<file path="src/rtl/fan_tach_pkg.sv">
package fan_tach_pkg;

  typedef enum logic [1:0] {
    ST_OFF,
    ST_ARM,
    ST_RUN
  } tachState_t;

  // Strobes from control to datapath
  typedef struct packed {
    logic clrAll;     // clear cycle, edge and idle counters
    logic tickInc;    // advance the saturating cycle counter
    logic edgeInc;    // one more edge after the first
    logic idleClr;    // an edge arrived, restart the idle window
    logic idleInc;    // one more silent cycle
    logic saveCount;  // store the measured count, clear the stall flag
    logic saveStall;  // store all ones, set the stall flag
  } tachCmd_t;

endpackage

</file>
<file path="src/rtl/fan_tach_sync.sv">
module fan_tach_sync #(
  parameter int STAGES = 2
) (
  input  logic clk,
  input  logic rstN,
  input  logic tachIn,
  output logic riseOut
);

  logic [STAGES-1:0] stageQ;
  logic              prevQ;

  always_ff @(posedge clk or negedge rstN) begin
    if (!rstN) begin
      stageQ <= '0;
      prevQ  <= 1'b0;
    end else begin
      stageQ <= {stageQ[STAGES-2:0], tachIn};
      prevQ  <= stageQ[STAGES-1];
    end
  end

  assign riseOut = stageQ[STAGES-1] & ~prevQ;

endmodule

</file>
<file path="src/rtl/fan_tach_ctrl.sv">
module fan_tach_ctrl
  import fan_tach_pkg::*;
(
  input  logic     clk,
  input  logic     rstN,
  input  logic     startEn,
  input  logic     rise,
  input  logic     lastInterval,
  input  logic     idleExpired,
  output tachCmd_t cmd
);

  tachState_t stateQ, stateD;

  always_comb begin
    stateD = stateQ;
    cmd    = '0;
    unique case (stateQ)
      ST_OFF: begin
        cmd.clrAll = 1'b1;
        if (startEn) stateD = ST_ARM;
      end
      ST_ARM: begin
        if (!startEn) begin
          cmd.clrAll = 1'b1;
          stateD     = ST_OFF;
        end else if (rise) begin
          cmd.clrAll = 1'b1;
          stateD     = ST_RUN;
        end else if (idleExpired) begin
          cmd.saveStall = 1'b1;
          cmd.clrAll    = 1'b1;
        end else begin
          cmd.idleInc = 1'b1;
        end
      end
      ST_RUN: begin
        if (!startEn) begin
          cmd.clrAll = 1'b1;
          stateD     = ST_OFF;
        end else if (rise && lastInterval) begin
          cmd.saveCount = 1'b1;
          cmd.clrAll    = 1'b1;
          stateD        = ST_ARM;
        end else if (rise) begin
          cmd.tickInc = 1'b1;
          cmd.edgeInc = 1'b1;
          cmd.idleClr = 1'b1;
        end else if (idleExpired) begin
          cmd.saveStall = 1'b1;
          cmd.clrAll    = 1'b1;
          stateD        = ST_ARM;
        end else begin
          cmd.tickInc = 1'b1;
          cmd.idleInc = 1'b1;
        end
      end
      default: stateD = ST_OFF;
    endcase
  end

  always_ff @(posedge clk or negedge rstN) begin
    if (!rstN) stateQ <= ST_OFF;
    else       stateQ <= stateD;
  end

  AST_SAVE_EXCL: assert property (@(posedge clk) disable iff (!rstN)
    !(cmd.saveCount && cmd.saveStall));

  AST_OFF_QUIET: assert property (@(posedge clk) disable iff (!rstN)
    !startEn |-> (!cmd.saveCount && !cmd.saveStall));

  AST_SAVE_ON_EDGE: assert property (@(posedge clk) disable iff (!rstN)
    cmd.saveCount |-> rise);

endmodule

</file>
<file path="src/rtl/fan_tach_dp.sv">
module fan_tach_dp
  import fan_tach_pkg::*;
#(
  parameter int CNT_W     = 16,
  parameter int EDGE_W    = 5,
  parameter int TIMEOUT_W = 16
) (
  input  logic              clk,
  input  logic              rstN,
  input  tachCmd_t          cmd,
  input  logic [EDGE_W-1:0] edgeTarget,
  input  logic              readLsb,
  output logic              lastInterval,
  output logic              idleExpired,
  output logic [CNT_W/2-1:0] cntLsb,
  output logic [CNT_W/2-1:0] cntMsb,
  output logic              stallFlag
);

  localparam int HALF_W = CNT_W / 2;
  localparam logic [CNT_W-1:0]  CNT_MAX   = '1;
  localparam logic [EDGE_W-1:0] MIN_EDGES = EDGE_W'(2);

  logic [CNT_W-1:0]     tickCnt;
  logic [CNT_W-1:0]     tickNext;
  logic [EDGE_W-1:0]    edgeCnt;
  logic [EDGE_W-1:0]    effTarget;
  logic [TIMEOUT_W-1:0] idleCnt;
  logic [CNT_W-1:0]     resultQ;
  logic [HALF_W-1:0]    msbHold;
  logic                 stallQ;

  assign effTarget    = (edgeTarget < MIN_EDGES) ? MIN_EDGES : edgeTarget;
  assign lastInterval = (edgeCnt + EDGE_W'(1)) == (effTarget - EDGE_W'(1));
  assign idleExpired  = &idleCnt;
  assign tickNext     = (tickCnt == CNT_MAX) ? CNT_MAX : tickCnt + CNT_W'(1);

  // Cycle counter, saturating
  always_ff @(posedge clk or negedge rstN) begin
    if (!rstN)            tickCnt <= '0;
    else if (cmd.clrAll)  tickCnt <= '0;
    else if (cmd.tickInc) tickCnt <= tickNext;
  end

  // Edges seen after the first one
  always_ff @(posedge clk or negedge rstN) begin
    if (!rstN)            edgeCnt <= '0;
    else if (cmd.clrAll)  edgeCnt <= '0;
    else if (cmd.edgeInc) edgeCnt <= edgeCnt + EDGE_W'(1);
  end

  // Silent-cycle window
  always_ff @(posedge clk or negedge rstN) begin
    if (!rstN)                         idleCnt <= '0;
    else if (cmd.clrAll | cmd.idleClr) idleCnt <= '0;
    else if (cmd.idleInc)              idleCnt <= idleCnt + TIMEOUT_W'(1);
  end

  // Result and stall flag
  always_ff @(posedge clk or negedge rstN) begin
    if (!rstN) begin
      resultQ <= '0;
      stallQ  <= 1'b0;
    end else if (cmd.saveStall) begin
      resultQ <= CNT_MAX;
      stallQ  <= 1'b1;
    end else if (cmd.saveCount) begin
      resultQ <= tickNext;
      stallQ  <= 1'b0;
    end
  end

  // High byte captured on the low-byte read
  always_ff @(posedge clk or negedge rstN) begin
    if (!rstN)        msbHold <= '0;
    else if (readLsb) msbHold <= resultQ[CNT_W-1:HALF_W];
  end

  assign cntLsb    = resultQ[HALF_W-1:0];
  assign cntMsb    = msbHold;
  assign stallFlag = stallQ;

  AST_STALL_FULL: assert property (@(posedge clk) disable iff (!rstN)
    stallQ |-> (resultQ == CNT_MAX));

  AST_NO_OVERFLOW: assert property (@(posedge clk) disable iff (!rstN)
    (tickCnt == CNT_MAX && cmd.tickInc && !cmd.clrAll) |=> (tickCnt == CNT_MAX));

  AST_MSB_HOLD: assert property (@(posedge clk) disable iff (!rstN)
    !readLsb |=> $stable(msbHold));

  AST_GOOD_CLEARS: assert property (@(posedge clk) disable iff (!rstN)
    (cmd.saveCount && !cmd.saveStall) |=> !stallQ);

endmodule

</file>
<file path="src/rtl/fan_tach_meter.sv">
module fan_tach_meter
  import fan_tach_pkg::*;
#(
  parameter int CNT_W     = 16,
  parameter int EDGE_W    = 5,
  parameter int TIMEOUT_W = 16,
  parameter int SYNC_N    = 2
) (
  input  logic               clk,
  input  logic               rstN,
  input  logic               startEn,
  input  logic [EDGE_W-1:0]  edgeTarget,
  input  logic               tachIn,
  input  logic               readLsb,
  output logic [CNT_W/2-1:0] cntLsb,
  output logic [CNT_W/2-1:0] cntMsb,
  output logic               stallFlag
);

  tachCmd_t cmd;
  logic     rise;
  logic     lastInterval;
  logic     idleExpired;

  fan_tach_sync #(.STAGES(SYNC_N)) i_sync (
    .clk    (clk),
    .rstN   (rstN),
    .tachIn (tachIn),
    .riseOut(rise)
  );

  fan_tach_ctrl i_ctrl (
    .clk         (clk),
    .rstN        (rstN),
    .startEn     (startEn),
    .rise        (rise),
    .lastInterval(lastInterval),
    .idleExpired (idleExpired),
    .cmd         (cmd)
  );

  fan_tach_dp #(
    .CNT_W    (CNT_W),
    .EDGE_W   (EDGE_W),
    .TIMEOUT_W(TIMEOUT_W)
  ) i_dp (
    .clk         (clk),
    .rstN        (rstN),
    .cmd         (cmd),
    .edgeTarget  (edgeTarget),
    .readLsb     (readLsb),
    .lastInterval(lastInterval),
    .idleExpired (idleExpired),
    .cntLsb      (cntLsb),
    .cntMsb      (cntMsb),
    .stallFlag   (stallFlag)
  );

endmodule

</file>
<file path="config.mk">
export PLATFORM = sky130hd
export DESIGN_NAME = fan_tach_meter
export DESIGN_NICKNAME = d
export VERILOG_FILES = /design/src/rtl/fan_tach_pkg.sv /design/src/rtl/fan_tach_sync.sv /design/src/rtl/fan_tach_ctrl.sv /design/src/rtl/fan_tach_dp.sv /design/src/rtl/fan_tach_meter.sv
export SDC_FILE = /design/constraint.sdc
export NUM_CORES = 1
export LEC_CHECK = 0
export ABC_AREA = 1
export BUFFER_PORTS_ARGS = -buffer_cell sky130_fd_sc_hd__clkbuf_2
export CAP_MARGIN = 20
export CORE_AREA = 2 2 126 128
export CTS_CLUSTER_DIAMETER = 100
export DETAILED_ROUTE_END_ITERATION = 8
export DIE_AREA = 0 0 128 130
export HOLD_SLACK_MARGIN = 0.1
export SYNTH_ARGS = -nofsm -noshare
export SYNTH_HDL_FRONTEND = slang
export SYNTH_SLANG_ARGS = --single-unit
</file>
<file path="constraint.sdc">
create_clock -name clk -period 2.1 [get_ports clk]
set_input_delay 0.105 -clock clk [delete_from_list [all_inputs] [get_ports clk]]
set_output_delay 0.105 -clock clk [all_outputs]
set_load 0.1 [all_outputs]
</file>
; Yosys cells after proc, flatten, opt, wreduce, memory -nomap -nowiden
; Index checks and enable logic that the tools add are counted.
[op_classes]
add_sub_neg = 4
order_cmp = 1
n_eq_ne = 8
muxes = 41
n_bitwise = 3
reduce_logical = 8
[ops]
columns = op, count
row1 = $mux W16, 7
row2 = $add A16 B1 Y16 const B, 2
row3 = $eq A16 B16 Y1 const B, 1
row4 = $mux W1, 16
row5 = $mux W2, 8
row6 = $reduce_and A16 Y1, 1
row7 = $mux W5, 3
row8 = $reduce_bool A2 Y1, 4
row9 = $mux W6, 1
row10 = $pmux W2 S3, 1
row11 = $add A5 B1 Y5 const B, 1
row12 = $eq A5 B5 Y1, 1
row13 = $lt A5 B2 Y1 const B, 1
row14 = $sub A5 B1 Y5 const B, 1
row15 = $mux W4, 1
row16 = $ne A4 B2 Y1 const B, 1
row17 = $ne A4 B4 Y1 const B, 1
row18 = $pmux W1 S2, 2
row19 = $reduce_and A4 Y1, 1
row20 = $mux W3, 1
row21 = $ne A3 B2 Y1 const B, 1
row22 = $pmux W1 S3, 1
row23 = $eq A2 B1 Y1 const B, 1
row24 = $eq A2 B2 Y1 const B, 1
row25 = other kinds (6), 6
[word_totals]
regBits = 67
in_bits = 10
word_cells = 74

; Logic depth before layout (Yosys ltp)
; Gate-level depths: netlist (run 1).
[logic_depth]
word_depth = 10
ltp_mapped = 19

; Cells and area by module
; From an unflattened synthesis (run 1), not the netlist that was laid out.
[hier_totals]
hier_cells = 500
hier_area_um2 = 3826.2
[by_module_without_submodules]
columns = mod, instances, cells_per_inst, area_each_um2, seq_area_each_um2
row1 = fan_tach_dp, 1, 452, 3469.6, 1551.5
row2 = fan_tach_ctrl, 1, 43, 271.5, 50.0
row3 = fan_tach_sync, 1, 5, 85.1, 75.1

; Worst setup path after synthesis (run 1)
; OpenSTA, ideal clock, no wires.
[synth_path]
kind = register -> register
from = reg i_dp.edgeCnt[0]
to = reg i_dp.tickCnt[7]
arrival_time_ns = 1.803
t_required_ns = 1.980
setup_slack_ns = 0.176
path_stages_with_launch = 15
n_path_buf = 1
synth_period_minus_slack_ns = 1.924
path_cell_list = dfrtp_1 ha_1 nand2_1 inv_1 nor2_1 nand2_1 nand2_1 nand3_2 nor2_4 nand3_2 nand3_2 inv_2 buf_6 o211ai_1 inv_1
[synth_via]
elab_chain_len = 7
elab_cells_between_ends = 11
cone_classes = add/sub (1) / eq/ne (1) / mux (7) / reduce/logical (2)
[synth_rtl]
columns = element, line
row1 = "start, declared", fan_tach_dp.sv:26  ; logic [EDGE_W-1:0] edgeCnt;
row2 = "start signal, assigned", fan_tach_dp.sv:49  ; else if (cmd.edgeInc) edgeCnt <= edgeCnt + EDGE_W'(1);
row3 = $add A5 B1 Y5 *, fan_tach_dp.sv:34  ; assign lastInterval = (edgeCnt + EDGE_W'(1)) == (effTarget - EDGE_W'(1));
row4 = $eq A5 B5 Y1 *, fan_tach_dp.sv:34
row5 = $logic_and A1 B1 Y1 *, fan_tach_ctrl.sv:41  ; end else if (rise && lastInterval) begin
row6 = $mux W1 or $mux W4 (tied branches), fan_tach_ctrl.sv:41
row7 = $mux W1 or $mux W6 (tied branches), fan_tach_ctrl.sv:38  ; if (!startEn) begin
row8 = $pmux W1 S3 or $mux W3 (tied branches), fan_tach_ctrl.sv:18  ; unique case (stateQ)
row9 = $mux W16 or $reduce_bool A2 Y1 (tied branches), --
row10 = "end signal, assigned", fan_tach_dp.sv:42  ; else if (cmd.tickInc) tickCnt <= tickNext;
row11 = "end, declared", fan_tach_dp.sv:24  ; logic [CNT_W-1:0] tickCnt;
; Every way passes the cells marked *; elsewhere a longest branch is shown, timed or not.
; A chain may end at the register's enable or synchronous reset.

; Worst setup path after layout (run 1)
[layout_path]
from = reg i_dp.idleCnt[1]
to = reg i_dp.tickCnt[15]
[layout_via]
elab_chain_len = 7
elab_cells_between_ends = 15
cone_classes = mux (13) / reduce/logical (2)
[layout_rtl]
columns = element, line
row1 = "start, declared", fan_tach_dp.sv:28  ; logic [TIMEOUT_W-1:0] idleCnt;
row2 = "start signal, assigned", fan_tach_dp.sv:56  ; else if (cmd.idleInc) idleCnt <= idleCnt + TIMEOUT_W'(1);
row3 = $reduce_and A16 Y1 *, fan_tach_dp.sv:35  ; assign idleExpired = &idleCnt;
row4 = "$mux W1, on equally long branches", "fan_tach_ctrl.sv:30, fan_tach_ctrl.sv:49"
row5 = $mux W1, fan_tach_ctrl.sv:45  ; end else if (rise) begin
row6 = $mux W1 or $mux W4 (tied branches), fan_tach_ctrl.sv:41
row7 = $mux W1 or $mux W6 (tied branches), fan_tach_ctrl.sv:38
row8 = $pmux W1 S3 or $mux W3 (tied branches), fan_tach_ctrl.sv:18
row9 = $mux W16 or $reduce_bool A2 Y1 (tied branches), --
; Marks and branches as above.

==> flow_summary_export.csv, run 1 <==
group,metric,value,unit
timing,max_freq,481,MHz
cells_and_area,antennaDiodeCount,0,
timing,relSlewSlack,0.617,
worst_setup_path,cp_max_fo,8,
placed_design,portBuffers,26,
synth,synthDistinctLibCells,32,
die,die_w,128,um
die,rows,46,
global_routing,track_usage,0.104,
flow_run,drv_cap,0,
routing,first_pass_iters,5,
synth,synth_seq_cells,67,
global_routing,overflow,0,
placed_design,dpl.hpwl,5590,um
outcome,status,"completed",
routing,first_iter_violations,180,
worst_setup_path,cp_data_arrival_time,2.30,ns
timing,rsz0062_at_grt,"true",
routing,post_drt_wl_per_cell,11.5,um
power,p_leak,2.34,nW
synth,synthFlopType,"dfrtp_1",
global_routing,grt_pass1_vias,2959,
worst_setup_path,critPathKind,"register to register",
worst_setup_path,crit_chain,"ha_2 > nand3_4 > nor3_4 > nand3_2 > nor3_4 > nor2_2 > nand2_1 > nand2_1 > nand2_2 > nand2_4 > clkbuf_16 > o211ai_1 > inv_1",
synth,ys_warn_count,0,
die,dieArea,0.0166,mm2
global_routing,antenna_found_initial,0,
timing,hold_violations,0,
power,powerDensity,975,mW/mm2
worst_setup_path,max_stage_delay,0.37,ns
clocking,cts_buffer_depth,2,
die,core,0.0154,mm2
timing,final-setup-viol-count,0,
synth,ys_async_sr_fraction,1.00,
synth,synthesis.area,0.00374,mm2
worst_setup_path,slowest_stage,"dfrtp_1",
synth,syn-instance-count,473,
clocking,cts_buffers,9,
timing,final-max-slew-violation-count,0,
cells_and_area,area_growth,24.1,%
timing,finalClockSkew,0.00694,ns
die,ios,27,
worst_setup_path,critPathLaunchType,"register",
timing,worstMarginPinSlew,0.576,ns
die,fp.dieH,130,um
clocking,cts_tree,"built",
min_path,hold_path_class,"input pin to register",
clocking,clk_latency,0.34,ns
clocking,clock_sinks,67,
cells_and_area,final_layout_size_suffix_gt1_frac,0.187,
timing,worst_slack,0.0212,ns
worst_setup_path,worstPathRequired,2.32,ns
clocking,h-tree-depth,3,
synth,seq_area_frac_synth,0.449,
global_routing,grt_max_degree,68,
global_routing,grt_pass1_wl,13800,um
die,start_util,0.242,
routing,wl,8270,um
placed_design,gp_congestion,0.824,
routing,drc,0,
clocking,cts_root_buf,"clkbuf_16",
routing,vias,3126,
synth,syn-num-nets,491,
worst_setup_path,cp-end-kind,"register",
routing,ant_nets,0,
power,ir_drop,0.385,mV
timing,holdWs,0.123,ns
clocking,clk_pin_slew,0.06,ns
synth,synth_edf_count,0,
timing,period_needed,2.08,ns
timing,finalCritPeriodShare,0.990,
placed_design,dp_slack,0.0231,ns
routing,post_drt_via_cell_ratio,4.36,
synth,avgSynthCellArea,7.90,um2
cells_and_area,fin_nets,539,
cells_and_area,fin_util,0.301,
[power breakdown]
group | internal (mW) | switching (mW)
clock network | 0.975 | 0.530
logic | 0.573 | 0.911
registers | 1.42 | 0.114
total | 2.97 | 1.56
[per-stage QoR]
step                instance area (um2)  total power, mW  setup TNS, ns  cells
floorplan                          3740             2.46              0    473
global placement                   4210             2.88              0    696
detailed placement                 4210             2.90              0    696
CTS                                4540             4.43              0    714
global route                       4640             4.78          -3.71    717
finish                             4640             4.52              0    717
[synth_stat cells (3+ instances only)]
| library cell | instances | share of area |
|---|---|---|
| nand2_1 | 96 | 0.096 |
| inv_1 | 74 | 0.074 |
| dfrtp_1 | 67 | 0.45 |
| nor2_1 | 61 | 0.061 |
| nand3_1 | 32 | 0.043 |
| a21oi_1 | 23 | 0.031 |
| o211ai_1 | 15 | 0.030 |
| xor2_1 | 15 | 0.035 |
| o21ai_0 | 12 | 0.016 |
| nand4_1 | 11 | 0.018 |
| buf_4 | 9 | 0.018 |
| nor3_1 | 9 | 0.012 |
| ha_1 | 8 | 0.027 |
| mux2_2 | 7 | 0.021 |
| buf_2 | 4 | 0.0054 |
| buf_6 | 3 | 0.0090 |
| nand2_2 | 3 | 0.0050 |
| nand3_2 | 3 | 0.0080 |
| nor4_1 | 3 | 0.0050 |
| or2_2 | 3 | 0.0050 |
[per-layer routing]
layer,vias to the layer above,track usage,share of wire
met1,1441,0.132,0.47
met3,13,0.0303,0.054
li1,1611,-,-
met2,61,0.165,0.45
met5,-,0,0
met4,0,0.0446,0.020
[placed cells by master, fill, tap and decap left out, types with 3 or more instances in the layout]
master and count:
mux2_2 7, nor4_1 3, ha_1 6, nand3_2 4
o211ai_1 15, a21oi_1 22, clkbuf_2 25, nor3_1 8
nand2_2 3, buf_12 5, dfrtp_1 67, nor2_1 57
nand4_1 11, dlygate4sd3_1 3, buf_4 19, nor2_2 6
nand2_1 95, o21ai_0 12, nand3_1 30, clkbuf_16 10
xor2_1 15, or2_2 3, inv_1 73
[worst paths after layout]
| check | start | to | slack [ns] | depth (start not counted) |
|---|---|---|---|---|
| max | i_dp.idleCnt[1] | i_dp.tickCnt[15] | 0.02 | 13 |
| min reg2reg | i_sync.stageQ[0] | i_sync.stageQ[1] | 0.35 | 0 |
| min | readLsb | i_dp.cntMsb[7] | 0.12 | 2 |
| max reg2reg | i_dp.idleCnt[1] | i_dp.tickCnt[15] | 0.02 | 13 |
| min in group asynchronous | rstN | i_ctrl.stateQ[1] | 0.31 | 3 |
| max in group asynchronous | rstN | i_sync.prevQ | 1.49 | 3 |
[registers in the layout, indices dropped and copies added (netlist names)]
name and cells:
i_ctrl.stateQ 2, i_dp.cntMsb 8, i_dp.edgeCnt 5, i_dp.idleCnt 16, i_dp.resultQ 16, i_dp.stallFlag 1, i_dp.tickCnt 16, i_sync.prevQ 1
i_sync.stageQ 2
[area by class of cell]
class / count / area (um2)
Fill cell: 1626 / 10800
Multi-Input combinational cell: 313 / 1710
Sequential cell: 67 / 1680
Timing Repair Buffer: 54 / 428
Inverter: 76 / 288
Clock buffer: 13 / 260
Tap cell: 192 / 240
Clock inverter: 2 / 35.0
[worst max-delay path: cells and delay by family (launching register included)]
kind	cells	cell delay [ns]
fa+ha+maj	1	0.23
simple gates	9	1.06
buf+inv	2	0.23
compound gates	1	0.09
flops	1	0.37
[repair_timing]
action	4_1_cts	5_1_grt
gates resized for setup	0	19
setup endpoints to repair	0	54
setup buffers	0	2
hold endpoints to repair	69	0
hold buffers	3	0
[cell families after synthesis]
| kind of cell | share of synthesized area |
|---|---|
| compound gates | 0.0874 |
| xor+xnor | 0.0398 |
| fa+ha+maj | 0.0268 |
| buf+inv | 0.110 |
| flops | 0.449 |
| mux | 0.0211 |
| simple gates | 0.266 |
Note: power is estimated with default switching activity, not from simulation.
==> run 2, diff against run 1 <==
--- a/config.mk
+++ b/config.mk
@@ -13,6 +13,7 @@
 export DETAILED_ROUTE_END_ITERATION = 8
 export DIE_AREA = 0 0 128 130
 export HOLD_SLACK_MARGIN = 0.1
+export RECOVER_POWER = 25
 export SYNTH_ARGS = -nofsm -noshare
 export SYNTH_HDL_FRONTEND = slang
 export SYNTH_SLANG_ARGS = --single-unit
==> flow_summary_export.csv, run 2 (same netlist as run 1, synthesis figures left out) <==
group,metric,value,unit
outcome,status,"completed",
placed_design,gp_congestion,0.824,
global_routing,grt_use_met3,0.0303,
worst_setup_path,cp-end-kind,"register",
power,ir_drop,0.385,mV
cells_and_area,fin_nets,539,
timing,final-setup-viol-count,0,
placed_design,portBuffers,26,
cells_and_area,fill_cells,1626,
clocking,clock_sinks,67,
global_routing,overflow,0,
global_routing,track_usage,0.104,
cells_and_area,reg.largest.list,"i_dp.idleCnt: 16 flops, i_dp.resultQ: 16 flops, i_dp.tickCnt: 16 flops",
global_routing,use_met2,0.165,
routing,wl,8250,um
die,start_util,0.242,
cells_and_area,antennaDiodeCount,0,
clocking,cts_root_buf,"clkbuf_16",
timing,relSlewSlack,0.00452,
worst_setup_path,cp_max_fo,8,
flow_run,drv_cap,0,
placed_design,dp_slack,0.0231,ns
routing,first_pass_iters,5,
die,fp.dieH,130,um
routing,ant_nets,0,
global_routing,grt_pass1_vias,2959,
timing,rsz0062_at_grt,"true",
global_routing,top_usage_layer,"met2",
timing,worst_slack,0.0249,ns
clocking,clk_latency,0.34,ns
power,p_leak,2.33,nW
clocking,cts_buffer_depth,2,
routing,vias,3126,
cells_and_area,layout_commonest_cell,"nand2_1",
clocking,h-tree-depth,3,
timing,finalClockSkew,0.00682,ns
routing,first_iter_violations,191,
die,ios,27,
clocking,clk_pin_slew,0.06,ns
worst_setup_path,cp_data_arrival_time,2.29,ns
global_routing,antenna_found_initial,0,
placed_design,dpl.hpwl,5590,um
die,die_w,128,um
global_routing,grt_pass1_wl,13800,um
timing,period_needed,2.08,ns
timing,finalCritPeriodShare,0.988,
die,dieArea,0.0166,mm2
cells_and_area,layout_common_cells,"95 x nand2_1, 73 x inv_1, 67 x dfrtp_1",
timing,max_freq,482,MHz
timing,final-max-slew-violation-count,0,
power,powerDensity,977,mW/mm2
cells_and_area,area_growth,23.7,%
clocking,cts_tree,"built",
routing,post_drt_via_cell_ratio,4.36,
worst_setup_path,critPathLaunchType,"register",
global_routing,grt_max_degree,68,
clocking,cts_buffers,9,
routing,drc,0,
routing,post_drt_wl_per_cell,11.5,um
worst_setup_path,critPathKind,"register to register",
global_routing,groute.layer.met1.usage,0.132,
power,power,4.52,mW
timing,worstMarginPinSlew,1.49,ns
timing,hold_violations,0,
die,core,0.0154,mm2
cells_and_area,regArea,0.00168,mm2
worst_setup_path,worstPathRequired,2.32,ns
die,rows,46,
cells_and_area,final_layout_size_suffix_gt1_frac,0.185,
cells_and_area,multi_input_area,0.00171,mm2
min_path,hold_path_class,"input pin to register",
run 2: timing repair:
item | CTS | global route
hold buffers | 3 | 0
hold endpoints to repair | 69 | 0
endpoints found under the setup margin | 0 | 54
gates resized for setup | 0 | 19
setup buffers | 0 | 2
run 2: routing by layer:
layer	up-vias	wire (um)
li1	1614	-
met1	1441	3940
met2	57	3740
met3	14	401
met4	0	167
met5	-	0
run 2: through the flow:
step / util / cell area (um2) / cells / setup TNS (ns) / hold slack, ns
6_report: 0.300 / 4620 / 717 / 0 / 0.124
5_1_grt: 0.300 / 4620 / 717 / -3.71 / 0.189
4_1_cts: 0.294 / 4540 / 714 / 0 / 0.136
3_5_place_dp: 0.273 / 4210 / 696 / 0 / 0.156
3_3_place_gp: 0.273 / 4210 / 696 / 0 / 0.151
2_1_floorplan: - / 3740 / 473 / 0 / -0.191
run 2: layout make-up:
type | count | share of cell area
sequential | 67 | 0.363
inverter | 76 | 0.0622
timing repair buffer | 54 | 0.0890
clock buffer | 13 | 0.0563
tap | 192 | 0.0520
clock inverter | 2 | 0.00758
multi-input combinational | 313 | 0.370
run 2: critical path: stages (launching register included):
cell and delay, ns:
dfrtp_1 0.37, ha_2 0.23, nand3_4 0.10, nor3_4 0.20
nand3_2 0.14, nor3_4 0.25, nor2_2 0.07, nand2_1 0.07
nand2_1 0.06, nand2_2 0.08, nand2_4 0.09, clkbuf_16 0.17
o211ai_1 0.09, inv_1 0.06
run 2: worst paths after layout:
path,startpoint,to,slack [ns],cells after the start
max reg2reg,i_dp.idleCnt[1],i_dp.tickCnt[15],0.02,13
max in group asynchronous,rstN,i_sync.prevQ,0.43,3
min,readLsb,i_dp.cntMsb[7],0.12,2
min in group asynchronous,rstN,i_dp.tickCnt[4],0.77,3
min reg2reg,i_sync.stageQ[0],i_sync.stageQ[1],0.35,0
max,i_dp.idleCnt[1],i_dp.tickCnt[15],0.02,13
run 2: power breakdown:
part           internal [mW]  switching, mW  leakage (nW)
clock network          0.975          0.528         0.146
registers               1.42          0.114         0.913
logic                  0.569          0.910          1.27
